**src/rtl/ptrdir_pkg.sv**
```systemverilog
package ptrdir_pkg;

    typedef enum logic [1:0] {
        ST_IDLE,
        ST_SEND,
        ST_WAIT,
        ST_FINISH
    } dir_state_e;

    typedef enum logic [1:0] {
        SC_PTRS,
        SC_ALL,
        SC_ONE
    } scan_e;

    typedef enum logic [1:0] {
        RD_KEEP,
        RD_ALLOC,
        RD_EVICT,
        RD_WIDEN
    } rd_act_e;

endpackage

```
**src/rtl/ptrdir_store.sv**
```systemverilog
module ptrdir_store #(
    parameter int NW    = 2,
    parameter int PTRS  = 2,
    parameter int PW    = 1,
    parameter int LINES = 2,
    parameter int LW    = 1
) (
    input  logic                     clk,
    input  logic                     rst_n,
    input  logic [LW-1:0]            rd_line,
    output logic [PTRS-1:0][NW-1:0]  rd_ptr,
    output logic [PTRS-1:0]          rd_vld,
    output logic                     rd_bc,
    output logic                     rd_dirty,
    output logic [PW-1:0]            rd_rr,
    input  logic                     wr_en,
    input  logic [LW-1:0]            wr_line,
    input  logic [PTRS-1:0][NW-1:0]  wr_ptr,
    input  logic [PTRS-1:0]          wr_vld,
    input  logic                     wr_bc,
    input  logic                     wr_dirty,
    input  logic [PW-1:0]            wr_rr
);

    logic [PTRS-1:0][NW-1:0] mem_ptr   [LINES];
    logic [PTRS-1:0]         mem_vld   [LINES];
    logic                    mem_bc    [LINES];
    logic                    mem_dirty [LINES];
    logic [PW-1:0]           mem_rr    [LINES];

    always_ff @(posedge clk or negedge rst_n) begin
        if (!rst_n) begin
            for (int l = 0; l < LINES; l++) begin
                mem_ptr[l]   <= '0;
                mem_vld[l]   <= '0;
                mem_bc[l]    <= 1'b0;
                mem_dirty[l] <= 1'b0;
                mem_rr[l]    <= '0;
            end
        end else if (wr_en) begin
            mem_ptr[wr_line]   <= wr_ptr;
            mem_vld[wr_line]   <= wr_vld;
            mem_bc[wr_line]    <= wr_bc;
            mem_dirty[wr_line] <= wr_dirty;
            mem_rr[wr_line]    <= wr_rr;
        end
    end

    assign rd_ptr   = mem_ptr[rd_line];
    assign rd_vld   = mem_vld[rd_line];
    assign rd_bc    = mem_bc[rd_line];
    assign rd_dirty = mem_dirty[rd_line];
    assign rd_rr    = mem_rr[rd_line];

endmodule

```
**src/rtl/ptrdir_match.sv**
```systemverilog
module ptrdir_match #(
    parameter int NW   = 2,
    parameter int PTRS = 2,
    parameter int PW   = 1
) (
    input  logic [PTRS-1:0][NW-1:0] ptr,
    input  logic [PTRS-1:0]         vld,
    input  logic [NW-1:0]           node,
    output logic                    hit,
    output logic                    any_free,
    output logic [PW-1:0]           free_slot
);

    logic [PTRS-1:0] eq;

    for (genvar g = 0; g < PTRS; g++) begin : g_cmp
        assign eq[g] = vld[g] && (ptr[g] == node);
    end

    assign hit = |eq;

    always_comb begin
        any_free  = 1'b0;
        free_slot = '0;
        for (int s = PTRS - 1; s >= 0; s--) begin
            if (!vld[s]) begin
                any_free  = 1'b1;
                free_slot = PW'(s);
            end
        end
    end

endmodule

```
**src/rtl/ptr_directory.sv**
```systemverilog
module ptr_directory
    import ptrdir_pkg::*;
#(
    parameter int NODES      = 4,
    parameter int PTRS       = 2,
    parameter int LINES      = 2,
    parameter bit BCAST_MODE = 1'b0,
    localparam int NW = (NODES > 1) ? $clog2(NODES) : 1,
    localparam int LW = (LINES > 1) ? $clog2(LINES) : 1,
    localparam int CW = $clog2(NODES + 1)
) (
    input  logic          clk,
    input  logic          rst_n,
    input  logic          req_valid,
    output logic          req_ready,
    input  logic          req_write,
    input  logic [NW-1:0] req_node,
    input  logic [LW-1:0] req_line,
    output logic          inv_valid,
    input  logic          inv_ready,
    output logic [NW-1:0] inv_node,
    input  logic          ack_valid,
    output logic [CW-1:0] acks_outstanding,
    output logic          done,
    output logic          rsp_dirty
);

    localparam int PW = (PTRS > 1) ? $clog2(PTRS) : 1;

    dir_state_e state_q, state_d;
    scan_e      kind_q, dec_kind;
    rd_act_e    act_q, dec_act;

    logic          cur_write;
    logic [NW-1:0] cur_node;
    logic [LW-1:0] cur_line;
    logic [PW-1:0] slot_q, dec_slot;
    logic [NW-1:0] cursor_q;
    logic [CW-1:0] issued_q, rcvd_q;
    logic          go_send;

    logic [PTRS-1:0][NW-1:0] e_ptr, w_ptr;
    logic [PTRS-1:0]         e_vld, w_vld;
    logic                    e_bc, e_dirty, w_bc, w_dirty;
    logic [PW-1:0]           e_rr, w_rr;
    logic                    hit, any_free;
    logic [PW-1:0]           free_slot;
    logic [LW-1:0]           rd_line;

    logic          is_tgt, last_pos, step, accept;
    logic [NW-1:0] tgt;
    logic [PW-1:0] ptr_idx;

    assign rd_line = (state_q == ST_IDLE) ? req_line : cur_line;

    ptrdir_store #(.NW(NW), .PTRS(PTRS), .PW(PW), .LINES(LINES), .LW(LW)) u_store (
        .clk(clk), .rst_n(rst_n), .rd_line(rd_line),
        .rd_ptr(e_ptr), .rd_vld(e_vld), .rd_bc(e_bc), .rd_dirty(e_dirty), .rd_rr(e_rr),
        .wr_en(state_q == ST_FINISH), .wr_line(cur_line),
        .wr_ptr(w_ptr), .wr_vld(w_vld), .wr_bc(w_bc), .wr_dirty(w_dirty), .wr_rr(w_rr)
    );

    ptrdir_match #(.NW(NW), .PTRS(PTRS), .PW(PW)) u_match (
        .ptr(e_ptr), .vld(e_vld), .node(req_node),
        .hit(hit), .any_free(any_free), .free_slot(free_slot)
    );

    assign accept = req_valid && (state_q == ST_IDLE);

    // Request decode, evaluated against the entry of the incoming line.
    always_comb begin
        dec_act  = RD_KEEP;
        dec_slot = '0;
        dec_kind = SC_PTRS;
        go_send  = 1'b0;
        if (req_write) begin
            go_send  = 1'b1;
            dec_kind = e_bc ? SC_ALL : SC_PTRS;
        end else if (hit || e_bc) begin
            dec_act = RD_KEEP;
        end else if (any_free) begin
            dec_act  = RD_ALLOC;
            dec_slot = free_slot;
        end else if (BCAST_MODE) begin
            dec_act = RD_WIDEN;
        end else begin
            dec_act  = RD_EVICT;
            dec_slot = e_rr;
            dec_kind = SC_ONE;
            go_send  = 1'b1;
        end
    end

    // Target walk.
    assign ptr_idx = cursor_q[PW-1:0];
    always_comb begin
        tgt      = '0;
        is_tgt   = 1'b0;
        last_pos = 1'b1;
        unique case (kind_q)
            SC_PTRS: begin
                tgt      = e_ptr[ptr_idx];
                is_tgt   = e_vld[ptr_idx] && (e_ptr[ptr_idx] != cur_node);
                last_pos = (cursor_q == NW'(PTRS - 1));
            end
            SC_ALL: begin
                tgt      = cursor_q;
                is_tgt   = (cursor_q != cur_node);
                last_pos = (cursor_q == NW'(NODES - 1));
            end
            SC_ONE: begin
                tgt      = e_ptr[slot_q];
                is_tgt   = 1'b1;
                last_pos = 1'b1;
            end
            default: ;
        endcase
    end

    assign step = (state_q == ST_SEND) && (!is_tgt || inv_ready);

    always_comb begin
        state_d = state_q;
        unique case (state_q)
            ST_IDLE:   if (accept) state_d = go_send ? ST_SEND : ST_FINISH;
            ST_SEND:   if (step && last_pos) state_d = ST_WAIT;
            ST_WAIT:   if (issued_q == rcvd_q) state_d = ST_FINISH;
            ST_FINISH: state_d = ST_IDLE;
            default:   state_d = ST_IDLE;
        endcase
    end

    always_ff @(posedge clk or negedge rst_n) begin
        if (!rst_n) state_q <= ST_IDLE;
        else        state_q <= state_d;
    end

    always_ff @(posedge clk or negedge rst_n) begin
        if (!rst_n) begin
            cur_write <= 1'b0;
            cur_node  <= '0;
            cur_line  <= '0;
            act_q     <= RD_KEEP;
            kind_q    <= SC_PTRS;
            slot_q    <= '0;
            cursor_q  <= '0;
            issued_q  <= '0;
            rcvd_q    <= '0;
        end else if (accept) begin
            cur_write <= req_write;
            cur_node  <= req_node;
            cur_line  <= req_line;
            act_q     <= dec_act;
            kind_q    <= dec_kind;
            slot_q    <= dec_slot;
            cursor_q  <= '0;
            issued_q  <= '0;
            rcvd_q    <= '0;
        end else begin
            if (step) cursor_q <= cursor_q + 1'b1;
            if (step && is_tgt) issued_q <= issued_q + 1'b1;
            if (ack_valid) rcvd_q <= rcvd_q + 1'b1;
        end
    end

    // Entry write-back, applied in ST_FINISH.
    always_comb begin
        w_ptr   = e_ptr;
        w_vld   = e_vld;
        w_bc    = e_bc;
        w_dirty = 1'b0;
        w_rr    = e_rr;
        if (cur_write) begin
            w_ptr[0] = cur_node;
            w_vld    = PTRS'(1);
            w_bc     = 1'b0;
            w_dirty  = 1'b1;
        end else begin
            unique case (act_q)
                RD_ALLOC: begin
                    w_ptr[slot_q] = cur_node;
                    w_vld[slot_q] = 1'b1;
                end
                RD_EVICT: begin
                    w_ptr[slot_q] = cur_node;
                    w_rr = (slot_q == PW'(PTRS - 1)) ? '0 : slot_q + 1'b1;
                end
                RD_WIDEN: w_bc = 1'b1;
                default: ;
            endcase
        end
    end

    always_comb begin
        req_ready        = (state_q == ST_IDLE);
        inv_valid        = (state_q == ST_SEND) && is_tgt;
        inv_node         = tgt;
        done             = (state_q == ST_FINISH);
        rsp_dirty        = (state_q == ST_FINISH) && w_dirty;
        acks_outstanding = issued_q - rcvd_q;
    end

endmodule

```
**config.mk**
```make
export PLATFORM = sky130hd
export DESIGN_NAME = ptr_directory
export DESIGN_NICKNAME = d
export VERILOG_FILES = /design/src/rtl/ptrdir_pkg.sv /design/src/rtl/ptrdir_store.sv /design/src/rtl/ptrdir_match.sv /design/src/rtl/ptr_directory.sv
export SDC_FILE = /design/constraint.sdc
export NUM_CORES = 1
export LEC_CHECK = 0
export ABC_AREA = 1
export BUFFER_PORTS_ARGS = -buffer_cell sky130_fd_sc_hd__buf_4
export CAP_MARGIN = 5
export CORE_MARGIN = 1.5
export CORE_UTILIZATION = 54
export DETAILED_ROUTE_END_ITERATION = 8
export PLACE_DENSITY = 0.75
export RECOVER_POWER = 50
export SETUP_SLACK_MARGIN = 0.05
export SLEW_MARGIN = 0
export SYNTH_ARGS = -nofsm -noshare
export SYNTH_HDL_FRONTEND = slang
export SYNTH_SLANG_ARGS = --single-unit
```
**constraint.sdc**
```tcl
create_clock -name clk -period 1.8 [get_ports clk]
set_input_delay 0.36 -clock clk [delete_from_list [all_inputs] [get_ports clk]]
set_output_delay 0.36 -clock clk [all_outputs]
set_load 0.03 [all_outputs]
```
==> flow_summary.ini, run 1 <==
[timing]
fin_crit_ns = 2.425
finalCritPeriodShare_pct = 134.7
relSlewSlack_pct = 42.25
hold_violations = 0
rsz0062_at_grt = yes
tightest_slew_ns = 0.8662
clock_skew_ns = 0.01048
worst_slack_ns = -0.6250
drv_slew = 0
setup_viol = 16
fmax_ghz = 0.4124

[floorplanning]
core_region_area_mm2 = 0.003971
io_pins = 18
fp.dieArea_mm2 = 0.004523
initial_core_util_pct = 56.14
core.rowCount = 23
die-height_um = 67.26
die_x_um = 67.26

[outcome]
status = complete, but fails checks
violations = negative setup slack

[critical_path]
worstPathMaxFanout = 8
reg2reg_from = state_q[0]
crit_type = flop to output pin
r2r_slack_ns = -0.46
cp-end-kind = output pin
reg2reg_depth = 19
cp-start-kind = flop
cp.required_ns = 1.44
reg2reg_to = state_q[0]
critical_path_arrival_ns = 2.06

[synthesis]
syn-mean-instance-area_um2 = 7.558
ys_seq_elements = 34
ys_seq_area_share_pct = 38.16
synth_top_area_share_pct = 38.16
synthFlopType = dfrtp_1
yosysMostFrequentCell = nand2_1
synth_edf_count = 0
synth_common_cells = nand2_1 (66), inv_1 (40), dfrtp_1 (34)
synth_area_mm2 = 0.002230
ys_warn_count = 0
yosysUniqueCellTypes = 30
synth_top_area_cell = dfrtp_1
synth_fp_nets = 318
synth.area.top_cells = dfrtp_1 (38%), nand2_1 (11%), nand3_1 (7.4%)
synthCells = 295
async_reset_ff_share_pct = 100.0

[clock_tree]
ctsHoldBuffers = 0
cts_buffers = 5
htree_levels = 2
clk_pin_slew_worst_paths_ns = 0.08
clock_latency_ns = 0.30
cts_tree = yes
cts_root_buf = clkbuf_8
ctsLongestPathBuffers = 2
cts.sinks = 34

[flow_run]
cap_violations = 0

[global_routing]
grt_first_pass_wirelength_mm = 10.21
track_usage_pct = 30.99
grt_max_degree = 35
antenna_found_initial = 0
first_global_vias = 2186
overflow = 0

[cells_and_area]
regArea_um2 = 850.8
postLayoutCoreUtil_pct = 80.18
drive_above_1_share_pct = 38.14
antennaDiodeCount = 0
area_growth_pct = 42.82
multiInputGateArea_mm2 = 0.001558
layout.nets = 377
nFillCells = 239

[route]
vias_per_cell = 5.965
first_iter_violations = 266
routed_wl_mm = 7.145
postRouteAntennaNets = 0
dr.pass1.iters = 5
routed-via-count = 2410
wl_per_cell_um = 17.69
drc_errors = 0

[placed_design]
portBuffers = 17
gp_congestion = 0.9627
dp_hpwl_mm = 4.557

[worst_hold_path]
hold_class = input pin to asynchronous set/reset pin
## per-layer routing
metal	GRT usage (%)	part of all wire (%)	vias to the layer above
met5	0	0	-
met4	13.78	5.8	0
met3	5.833	6.2	49
met2	54.95	51	131
met1	36.22	37	1154
li1	-	-	1076
## cells in the final DEF, fill, tap and decap left out, types with 3 or more instances in the layout
cell type	instances
nand4_1	3
nand3_2	14
a21oi_1	6
clkbuf_8	5
nand2_1	55
buf_6	8
nand3_1	16
nand2_4	7
inv_1	34
nand2_2	14
ha_4	3
inv_2	6
ha_1	10
o21ai_1	11
o21ai_2	4
nand3_4	6
buf_4	45
dfrtp_1	34
nor2_1	16
xnor2_1	3
o21ai_0	19
nand2_8	3
## kinds of logic (layout without fill, tap and decap cells)
logic type                 count (synthesis)  count (layout)  share of synthesized area, %
and+or+nand+nor                          137             138                         28.28
xor gates and xnor gates                   7               7                         2.750
DFF                                       34              34                         38.16
buffers and inverters                     47             105                         8.473
muxes                                      3               3                         1.403
AOI/OAI and AO/OA                         53              53                         12.74
adders and majority gates                 14              14                         8.193
## critical path: stages (launching register included)
cell and delay [ns]:
dfrtp_1 0.37, inv_2 0.06, ha_4 0.19, inv_4 0.08, nand2_8 0.07, buf_12 0.16
nand3_1 0.11, nand3_1 0.10, nand3_2 0.10, nand2_2 0.07, nand2_2 0.09, nand3_4 0.09
a21boi_4 0.14, buf_6 0.14
## timing repair
| action | 4_1_cts | 5_1_grt |
|---|---|---|
| resized for setup | 45 | 38 |
| setup endpoints to repair | 17 | 29 |
| cloned | 1 | 0 |
| pin swaps | 25 | 16 |
| setup buffers | 6 | 4 |
## area by class of cell
cell class / instances / share of cell area (%)
Clock buffer: 6 / 2.279
Clock inverter: 1 / 0.2358
Inverter: 42 / 5.029
Multi-Input combinational cell: 215 / 48.92
Sequential cell: 34 / 26.72
Tap cell: 50 / 1.965
Timing Repair Buffer: 56 / 14.85
## registers in the layout, indices dropped and copies added, names as in the netlist, 3 cells and up
name / flops
u_store.mem_ptr: 8
u_store.mem_vld: 4
issued_q: 3
rcvd_q: 3
## per-stage QoR
step	std cells	hold slack, ns	setup slack [ns]	setup TNS, ns	instance area, um2
5_1_grt	404	0.2453	-0.8397	-7.243	3184
2_1_floorplan	295	0.06441	-0.3171	-1.765	2288
3_3_place_gp	387	0.3311	-0.2474	-1.845	2685
6_report	404	0.1598	-0.6250	-5.559	3184
4_1_cts	401	0.01990	-0.5298	-4.326	3003
3_5_place_dp	387	0.3366	-0.3158	-2.920	2685
## how the worst max path moves through the flow
stage,start,end,cells past startpoint
CTS,state_q[0],inv_valid,12
global route,state_q[1],inv_node[1],12
floorplan,state_q[1],inv_valid,13
detailed placement,state_q[1],inv_valid,11
finish,state_q[0],inv_valid,13
global placement,state_q[1],inv_valid,11
Power of run 1 is left out: the tool's default activity adds up to more than one toggle a clock period on the data nets, which glitch-free logic cannot reach.
==> run 2: changes to the inputs <==
--- a/config.mk
+++ b/config.mk
@@ -11,10 +11,11 @@
 export CORE_MARGIN = 1.5
 export CORE_UTILIZATION = 54
 export DETAILED_ROUTE_END_ITERATION = 8
-export PLACE_DENSITY = 0.75
+export PLACE_DENSITY = 0.76
 export RECOVER_POWER = 50
 export SETUP_SLACK_MARGIN = 0.05
 export SLEW_MARGIN = 0
 export SYNTH_ARGS = -nofsm -noshare
 export SYNTH_HDL_FRONTEND = slang
 export SYNTH_SLANG_ARGS = --single-unit
+export TNS_END_PERCENT = 30
==> run 2 against run 1 <==
The run still ends with negative setup slack left. Critical path depth is 1 higher. Maximum frequency decreased by 0.70%. Clock skew is 0.0056 ns higher. Critical endpoint unchanged. Largest cell class unchanged. Highest routed layer unchanged.
==> flow_summary.ini, run 2 (synthesis results as in run 1) <==
[timing]
finalCritPeriodShare_pct = 135.7
hold_violations = 0
drv_slew = 0
tightest_slew_ns = 0.8834
relSlewSlack_pct = 41.11
fmax_ghz = 0.4095
setup_viol = 18
rsz0062_at_grt = yes
clock_skew_ns = 0.01605
setup_tns_ns = -6.741
fin_crit_ns = 2.442
worst_slack_ns = -0.6420

[cells_and_area]
largest_registers = u_store.mem_ptr: 8 flops, u_store.mem_vld: 4 flops
design_area_mm2 = 0.003108
postLayoutCoreUtil_pct = 78.26
antennaDiodeCount = 0
final_cell_mix = nand2_1 (59), buf_4 (47), inv_1 (35)
top_register = u_store.mem_ptr
largest_register_ffs = 8
area_growth_pct = 39.39
drive_above_1_share_pct = 34.73
layout.nets = 379
final_common_cell = nand2_1

[placed_design]
gp_congestion = 0.9414
dp_hpwl_mm = 4.305
placed_area_mm2 = 0.002685
portBuffers = 17

[clock_tree]
cts_root_buf = clkbuf_8
htree_levels = 2
cts.sinks = 34
cts_buffers = 5
clk_pin_slew_worst_paths_ns = 0.08
ctsLongestPathBuffers = 2
clock_latency_ns = 0.30
cts_tree = yes
ctsHoldBuffers = 0

[worst_hold_path]
hold_class = input pin to asynchronous set/reset pin

[outcome]
violations = negative setup slack
status = complete, but fails checks

[critical_path]
cp-start-kind = flop
cp.required_ns = 1.44
critical_path_arrival_ns = 2.08
crit_type = flop to output pin
worstPathMaxFanout = 3
cp-end-kind = output pin

[floorplanning]
die_x_um = 67.26
io_pins = 18
core.rowCount = 23
initial_core_util_pct = 56.14
core_region_area_mm2 = 0.003971
fp.dieArea_mm2 = 0.004523
die-height_um = 67.26

[global_routing]
overflow = 0
grt_first_pass_wirelength_mm = 9.770
antenna_found_initial = 0
grt_max_degree = 35
track_usage_pct = 29.82
first_global_vias = 2107

[route]
vias_per_cell = 5.612
postRouteAntennaNets = 0
routed-via-count = 2284
wl_per_cell_um = 16.84
dr.pass1.iters = 4
first_iter_violations = 212
drc_errors = 0
routed_wl_mm = 6.855

[flow_run]
cap_violations = 0
run 2: changes by cell type in the layout (fill, tap and decap cells not counted), sizes merged:
cell,previous run,this run
clkinvlp,1,0
clkinv,1,2
buf,55,57
clkbuf,7,8
run 2: worst paths after layout:
path / endpoint / cells past startpoint / from / slack (ns)
max: inv_valid / 14 / state_q[1] / -0.64
max in group asynchronous: u_store.mem_vld[1] / 1 / rst_n / 1.07
max reg2reg: state_q[0] / 21 / state_q[1] / -0.60
min in group clk: cur_write / 3 / req_write / 0.34
min reg2reg: u_store.mem_rr[1] / 2 / u_store.mem_rr[1] / 0.49
min: cursor_q[0] / 1 / rst_n / 0.17
run 2: per-layer routing:
layer  up-vias  GRT usage, %  share of wire, %
met5         -             0                 0
met4         0         11.48               2.3
met3        18         5.333               5.1
met2        84         51.24                52
met1      1101         37.25                41
li1       1081             -                 -
run 2: cell type report:
| class | instances | area (um2) |
|---|---|---|
| Clock inverter | 1 | 5.005 |
| Fill cell | 258 | 863.3 |
| Clock buffer | 7 | 86.33 |
| Tap cell | 50 | 62.56 |
| Inverter | 42 | 160.2 |
| Multi-Input combinational cell | 215 | 1460 |
| Timing Repair Buffer | 58 | 483.0 |
| Sequential cell | 34 | 850.8 |
run 2: critical path, cell delays in order (launching register included):
cell	delay, ns
dfrtp_1	0.41
inv_2	0.09
ha_4	0.20
inv_4	0.06
buf_4	0.13
buf_4	0.13
nand2_1	0.07
nand3_2	0.08
nand3_2	0.08
nand3_1	0.08
nand2_1	0.07
nand2_1	0.07
nand3_2	0.10
a21boi_4	0.06
buf_6	0.15
run 2: through the flow:
step	setup WS (ns)	hold WS, ns	instances
final	-0.6420	0.1672	407
after global routing	-0.7474	0.2426	407
after CTS	-0.5488	0.02708	406
after detailed placement	-0.3199	0.3378	388
after global placement	-0.2694	0.3372	388
after floorplan	-0.3171	0.06441	295
run 2: repair_timing:
action / 4_1_cts / 5_1_grt
resized for setup: 32 / 29
endpoints found under the setup margin: 20 / 29
gates cloned: 1 / 0
pin swaps: 17 / 18
buffers inserted: 9 / 3
Power of run 2 is left out for the same reason.
